File: src/rtl/mab_pkg.sv
package mab_pkg;

    localparam int NUM_SEGS  = 256;
    localparam int ADDR_W    = 32;
    localparam int DATA_W    = 32;
    localparam int RO_SEGS   = 16;
    localparam int CACHE_POS = 0;
    localparam int PREF_POS  = 3;
    localparam int IDX_W     = $clog2(NUM_SEGS);

    typedef logic [IDX_W-1:0]  seg_idx_t;
    typedef logic [ADDR_W-1:0] addr_t;
    typedef logic [DATA_W-1:0] word_t;

    // Stored state of one writable slice register
    typedef struct packed {
        logic pref;
        logic cache;
    } seg_attr_t;

    // Pull the two meaningful flags out of a bus word
    function automatic seg_attr_t word_to_attr(word_t w);
        seg_attr_t a;
        a.cache = w[CACHE_POS];
        a.pref  = w[PREF_POS];
        return a;
    endfunction

    // Rebuild the architectural word; reserved bits are zero
    function automatic word_t attr_to_word(seg_attr_t a);
        word_t w;
        w            = '0;
        w[CACHE_POS] = a.cache;
        w[PREF_POS]  = a.pref;
        return w;
    endfunction

    // Index of the slice that holds an address: its top bits
    function automatic seg_idx_t addr_to_seg(addr_t a);
        return a[ADDR_W-1 -: IDX_W];
    endfunction

    function automatic logic seg_is_locked(seg_idx_t i);
        return (int'(i) < RO_SEGS);
    endfunction

endpackage

File: src/rtl/mab_attr_store.sv
module mab_attr_store
    import mab_pkg::*;
#(
    parameter int N_SEGS  = NUM_SEGS,
    parameter int N_RO    = RO_SEGS,
    localparam int IW     = $clog2(N_SEGS)
) (
    input  logic                       clk,
    input  logic                       rst,
    input  logic                       wr_en,
    input  logic [IW-1:0]              wr_idx,
    input  seg_attr_t                  wr_attr,
    output seg_attr_t [N_SEGS-1:0]     attr_q
);

    for (genvar g = 0; g < N_SEGS; g++) begin : g_seg
        if (g < N_RO) begin : g_locked
            // On-chip slices: no storage, constant zero
            assign attr_q[g] = '0;
        end else begin : g_rw
            logic hit;
            assign hit = wr_en && (wr_idx == IW'(g));
            always_ff @(posedge clk) begin
                if (rst) begin
                    attr_q[g] <= '0;
                end else if (hit) begin
                    attr_q[g] <= wr_attr;
                end
            end
        end
    end

endmodule

File: src/rtl/mab_word_view.sv
module mab_word_view
    import mab_pkg::*;
#(
    parameter int N_SEGS = NUM_SEGS,
    localparam int IW    = $clog2(N_SEGS)
) (
    input  seg_attr_t [N_SEGS-1:0] attr_q,
    input  logic [IW-1:0]          rd_idx,
    output word_t                  rd_word
);

    seg_attr_t sel;

    always_comb begin
        sel     = attr_q[rd_idx];
        rd_word = attr_to_word(sel);
    end

endmodule

File: src/rtl/mab_seg_lookup.sv
module mab_seg_lookup
    import mab_pkg::*;
#(
    parameter int N_SEGS = NUM_SEGS
) (
    input  seg_attr_t [N_SEGS-1:0] attr_q,
    input  addr_t                  addr,
    output seg_attr_t              attr
);

    seg_idx_t seg;

    always_comb begin
        seg  = addr_to_seg(addr);
        attr = attr_q[seg];
    end

endmodule

File: src/rtl/mab_bank.sv
module mab_bank
    import mab_pkg::*;
#(
    parameter int N_SEGS = NUM_SEGS,
    parameter int N_RO   = RO_SEGS,
    parameter int AW     = ADDR_W,
    parameter int DW     = DATA_W,
    localparam int IW    = $clog2(N_SEGS)
) (
    input  logic          clk,
    input  logic          rst,
    input  logic          cfg_we,
    input  logic [IW-1:0] cfg_idx,
    input  logic [DW-1:0] cfg_wdata,
    output logic [DW-1:0] cfg_rdata,
    input  logic [AW-1:0] lk_addr,
    output logic          lk_cacheable,
    output logic          lk_prefetchable
);

    seg_attr_t [N_SEGS-1:0] attr_q;
    seg_attr_t              wr_attr;
    seg_attr_t              lk_attr;
    logic                   wr_ok;

    // Locked slices drop the write before it reaches storage
    assign wr_attr = word_to_attr(cfg_wdata);
    assign wr_ok   = cfg_we && !seg_is_locked(cfg_idx);

    mab_attr_store #(.N_SEGS(N_SEGS), .N_RO(N_RO)) u_store (
        .clk     (clk),
        .rst     (rst),
        .wr_en   (wr_ok),
        .wr_idx  (cfg_idx),
        .wr_attr (wr_attr),
        .attr_q  (attr_q)
    );

    mab_word_view #(.N_SEGS(N_SEGS)) u_view (
        .attr_q  (attr_q),
        .rd_idx  (cfg_idx),
        .rd_word (cfg_rdata)
    );

    mab_seg_lookup #(.N_SEGS(N_SEGS)) u_lookup (
        .attr_q (attr_q),
        .addr   (lk_addr),
        .attr   (lk_attr)
    );

    assign lk_cacheable    = lk_attr.cache;
    assign lk_prefetchable = lk_attr.pref;

    // Reserved bits never show on the read port
    AST_RSVD_ZERO: assert property (@(posedge clk) disable iff (rst)
        (cfg_rdata & ~((DW'(1) << CACHE_POS) | (DW'(1) << PREF_POS))) == '0);

    // A locked register does not change under a write
    AST_LOCKED_HOLD: assert property (@(posedge clk) disable iff (rst)
        (cfg_we && (int'(cfg_idx) < N_RO)) |=> (!$stable(cfg_idx) || $stable(cfg_rdata)));

    // A writable register shows the two flag bits one cycle after the write
    AST_WRITE_TAKES: assert property (@(posedge clk) disable iff (rst)
        (cfg_we && (int'(cfg_idx) >= N_RO)) |=> (!$stable(cfg_idx) ||
            (cfg_rdata[CACHE_POS] == $past(cfg_wdata[CACHE_POS]) &&
             cfg_rdata[PREF_POS]  == $past(cfg_wdata[PREF_POS]))));

    // Read path and lookup path agree on cacheable for the same slice
    AST_LOOKUP_CACHE: assert property (@(posedge clk) disable iff (rst)
        (lk_addr[AW-1 -: IW] == cfg_idx) |-> (lk_cacheable == cfg_rdata[CACHE_POS]));

    AST_LOOKUP_PREF: assert property (@(posedge clk) disable iff (rst)
        (lk_addr[AW-1 -: IW] == cfg_idx) |-> (lk_prefetchable == cfg_rdata[PREF_POS]));

    // On-chip slices never report a flag
    AST_LOW_SEG_CLEAR: assert property (@(posedge clk) disable iff (rst)
        (int'(lk_addr[AW-1 -: IW]) < N_RO) |-> (!lk_cacheable && !lk_prefetchable));

endmodule

File: config.mk
export PLATFORM = sky130hd
export DESIGN_NAME = mab_bank
export DESIGN_NICKNAME = d
export VERILOG_FILES = /design/src/rtl/mab_pkg.sv /design/src/rtl/mab_attr_store.sv /design/src/rtl/mab_word_view.sv /design/src/rtl/mab_seg_lookup.sv /design/src/rtl/mab_bank.sv
export SDC_FILE = /design/constraint.sdc
export NUM_CORES = 1
export LEC_CHECK = 0
export BUFFER_PORTS_ARGS = -buffer_cell sky130_fd_sc_hd__buf_2
export CORE_ASPECT_RATIO = 1.2
export CORE_MARGIN = 10
export CORE_UTILIZATION = 36
export DETAILED_ROUTE_END_ITERATION = 6
export GPL_TIMING_DRIVEN = 1
export PLACE_DENSITY = 0.59
export SLEW_MARGIN = 10
export SYNTH_ARGS = -nofsm -noshare
export SYNTH_HDL_FRONTEND = slang
export SYNTH_SLANG_ARGS = --single-unit
File: constraint.sdc
create_clock -name clk -period 6.8 [get_ports clk]
set_input_delay 1.36 -clock clk [delete_from_list [all_inputs] [get_ports clk]]
set_output_delay 1.36 -clock clk [all_outputs]
set_load 0.02 [all_outputs]
==> metrics <==
most common cell after layout, fill and taps aside nand2_1; GRT overflow 0; GRT Util Overall 20.3%; cts hold-fix bufs 0; Lkg Pwr 10.2 nW; worst r2r src u_store.attr_q[151]; EDFF count, synth 0; Psw 1.61 mW; Worst Hold End u_store.attr_q[377]; final hold vios 0; critical path endpoint category primary output; Final GP Congestion 0.864; Post-Syn Area 26400 um^2; die height 317 um; CP top delay family simple AND/OR/NAND/NOR gates; met1 Use GR 26.2%; PD cells 212 nW/um^2; CTS resizes 0; status finished clean; synthesis-to-layout area growth 8.82%; ys flop type dfxtp_1; Critical Path AT 4.65 ns; WL per Instance 23.4 um; combinational power share 8.2%; TritonCTS clock tree done; TritonRoute pass-1 iters 6; die area 84500 um^2; Hold Crit Start u_store.attr_q[377]; Ports 109; initial antenna violation count 0; Post-route DRC 0; proportion of layout cells with a drive suffix above 1 15.2%; Crit Path Max Fanout 59; vias in the first global route 21163; Clock Tree Buf Depth 3; startpoint type of the worst setup path primary input; final net count 2868; worst skew pair latency 0.62 ns; Die X-Extent 267 um; Ys Warns 0; Max Slew Vio Count 0; Max VDD drop 0.140 mV; total power 6.08 mW; Core Area 72400 um^2; CTS Sinks 480; CP Buf/Inv Count 3; Seq pwr share 46.3%; Worst Hold Class flip-flop to flip-flop; largest net degree at the start of global routing 190; Synth Instances 2936; Max Cap Violations 0; 1st-iter DRT viols 2379; Non-Filler Instances 3769; RSZ-0062 raised after global routing false; worst-margin pin slew 1.25 ns; IO buf count 24; max_slew headroom 16.7%; Seq cells post-synth 480; required time of the critical path 5.44 ns; Achievable Freq 166 MHz; clock skew 0 ns; Worst path slowest cell nor4_1; register area share after synthesis 36.4%; DP HPWL 55.7 mm; Most Frequent Cell on Critical Path nor4_1; Avg Inst Size Synth 8.98 um^2; Net Sw Frac 26.5%; setup TNS 0 ns; crit path kind primary input to primary output; GRT busiest layer met2; hold_ws 0.471 ns; Avg Vias per Cell 5.96; Routed WL 88.0 mm; Site Rows 108; via count 22476; Finished Core Util 39.6%; pre-CTS setup slack 0.876 ns; TritonCTS Buffers 50; R2R Setup Slk 6.01 ns; post-layout minimum cycle time 6.01 ns; CP max stage delay 0.76 ns; ys async rst share 0%; H-tree Lvls 2; Initial Utilization 36.4%; Internal Power 4.47 mW; unique cell type count in the Yosys netlist 47; Worst Setup Slack, final 0.790 ns; crit-path cells buf_6 -> buf_12 -> or2_2 -> o22ai_1 -> nor4b_1 -> nor4_1 -> nor4_1 -> buf_2; Final Cycle Share 88.4%; Register-to-Register Path Depth 2; Final Instance Area 28700 um^2; # setup viols final 0; post-place instance area 27100 um^2; worst reg2reg path endpoint u_store.attr_q[151]; biggest registers after layout u_store.attr_q: 480 flops; clk slew on worst S/H paths 0.06 ns; largest register by flop count u_store.attr_q; global-route wire length before repair 133 mm; most frequent cells in the layout nand2_1 (517), dfxtp_1 (480), a21oi_1 (336), nor2_1 (291), mux4_2 (236); Root Driver clkbuf_16; routing usage on met3 2.64%; Hold Path Depth 2; placed cells 3675; final antenna-violating net count 0; postcts setup bufs 0; GR Util met2 33.7%; Clock power frac 45.5%; max FFs per register 480
-- worst max path at each step --
stage                            from              end  slack [ns]  cells after the start
after CTS                  cfg_idx[0]     cfg_rdata[3]        0.87                      9
after global routing       cfg_idx[0]     cfg_rdata[3]        0.72                      9
final                     lk_addr[24]  lk_prefetchable        0.79                      8
after global placement     cfg_idx[0]     cfg_rdata[3]        0.88                      9
after detailed placement   cfg_idx[0]     cfg_rdata[3]        0.88                      9
after floorplan            cfg_idx[1]     cfg_rdata[3]        1.87                      8
-- layout make-up --
type	instances	area, um^2
fillers	7326	43700
multi-input cells	2163	15500
flip-flops and latches	480	9610
clock buffers	76	1500
well taps	935	1170
repair buffers	96	848
clock inverters	16	101
inverters	2	7.51
diodes	1	2.50
-- cell families after synthesis --
logic type | share of synthesized area, %
AND/OR/NAND/NOR | 16.4
AO/OA/AOI/OAI | 12.8
flip-flops | 36.4
multiplexers | 28.7
buffers and inverters | 5.64
other | 0.0142
-- metal layers --
metal	share of wire [%]	vias up	wire [um]
met5	0	-	0
met4	4.1	0	3630
met3	6.6	171	5830
met2	48	834	42300
met1	41	11278	36300
li1	-	10193	-
-- power groups by stage --
stage                     logic (mW)  clock network [mW]  registers (mW)
after floorplan                0.345                   0            2.88
after global placement         0.491                   0            2.88
after detailed placement       0.492                   0            2.88
after CTS                      0.492                2.79            2.82
after global routing           0.520                2.88            2.82
final                          0.498                2.76            2.82
-- cells in the mapped netlist (16+ instances only) --
cell type | count | area, um^2
nand2_1 | 521 | 1960
dfxtp_1 | 480 | 9610
a21oi_1 | 336 | 1680
nor2_1 | 294 | 1100
mux4_2 | 236 | 5320
mux2i_1 | 223 | 2230
o21ai_0 | 210 | 1050
clkbuf_1 | 206 | 773
nand3_1 | 137 | 686
buf_4 | 50 | 375
buf_2 | 43 | 215
a22oi_1 | 31 | 233
nor3_1 | 20 | 100
nor2b_1 | 17 | 106
buf_1 | 16 | 60.1
nand2b_1 | 16 | 100
-- worst min-delay path, cell delays in order, from the launching register on --
cell and delay (ns):
dfxtp_1 0.32, nand2_1 0.05, a21oi_1 0.05
(Power assumes the default switching activity.)
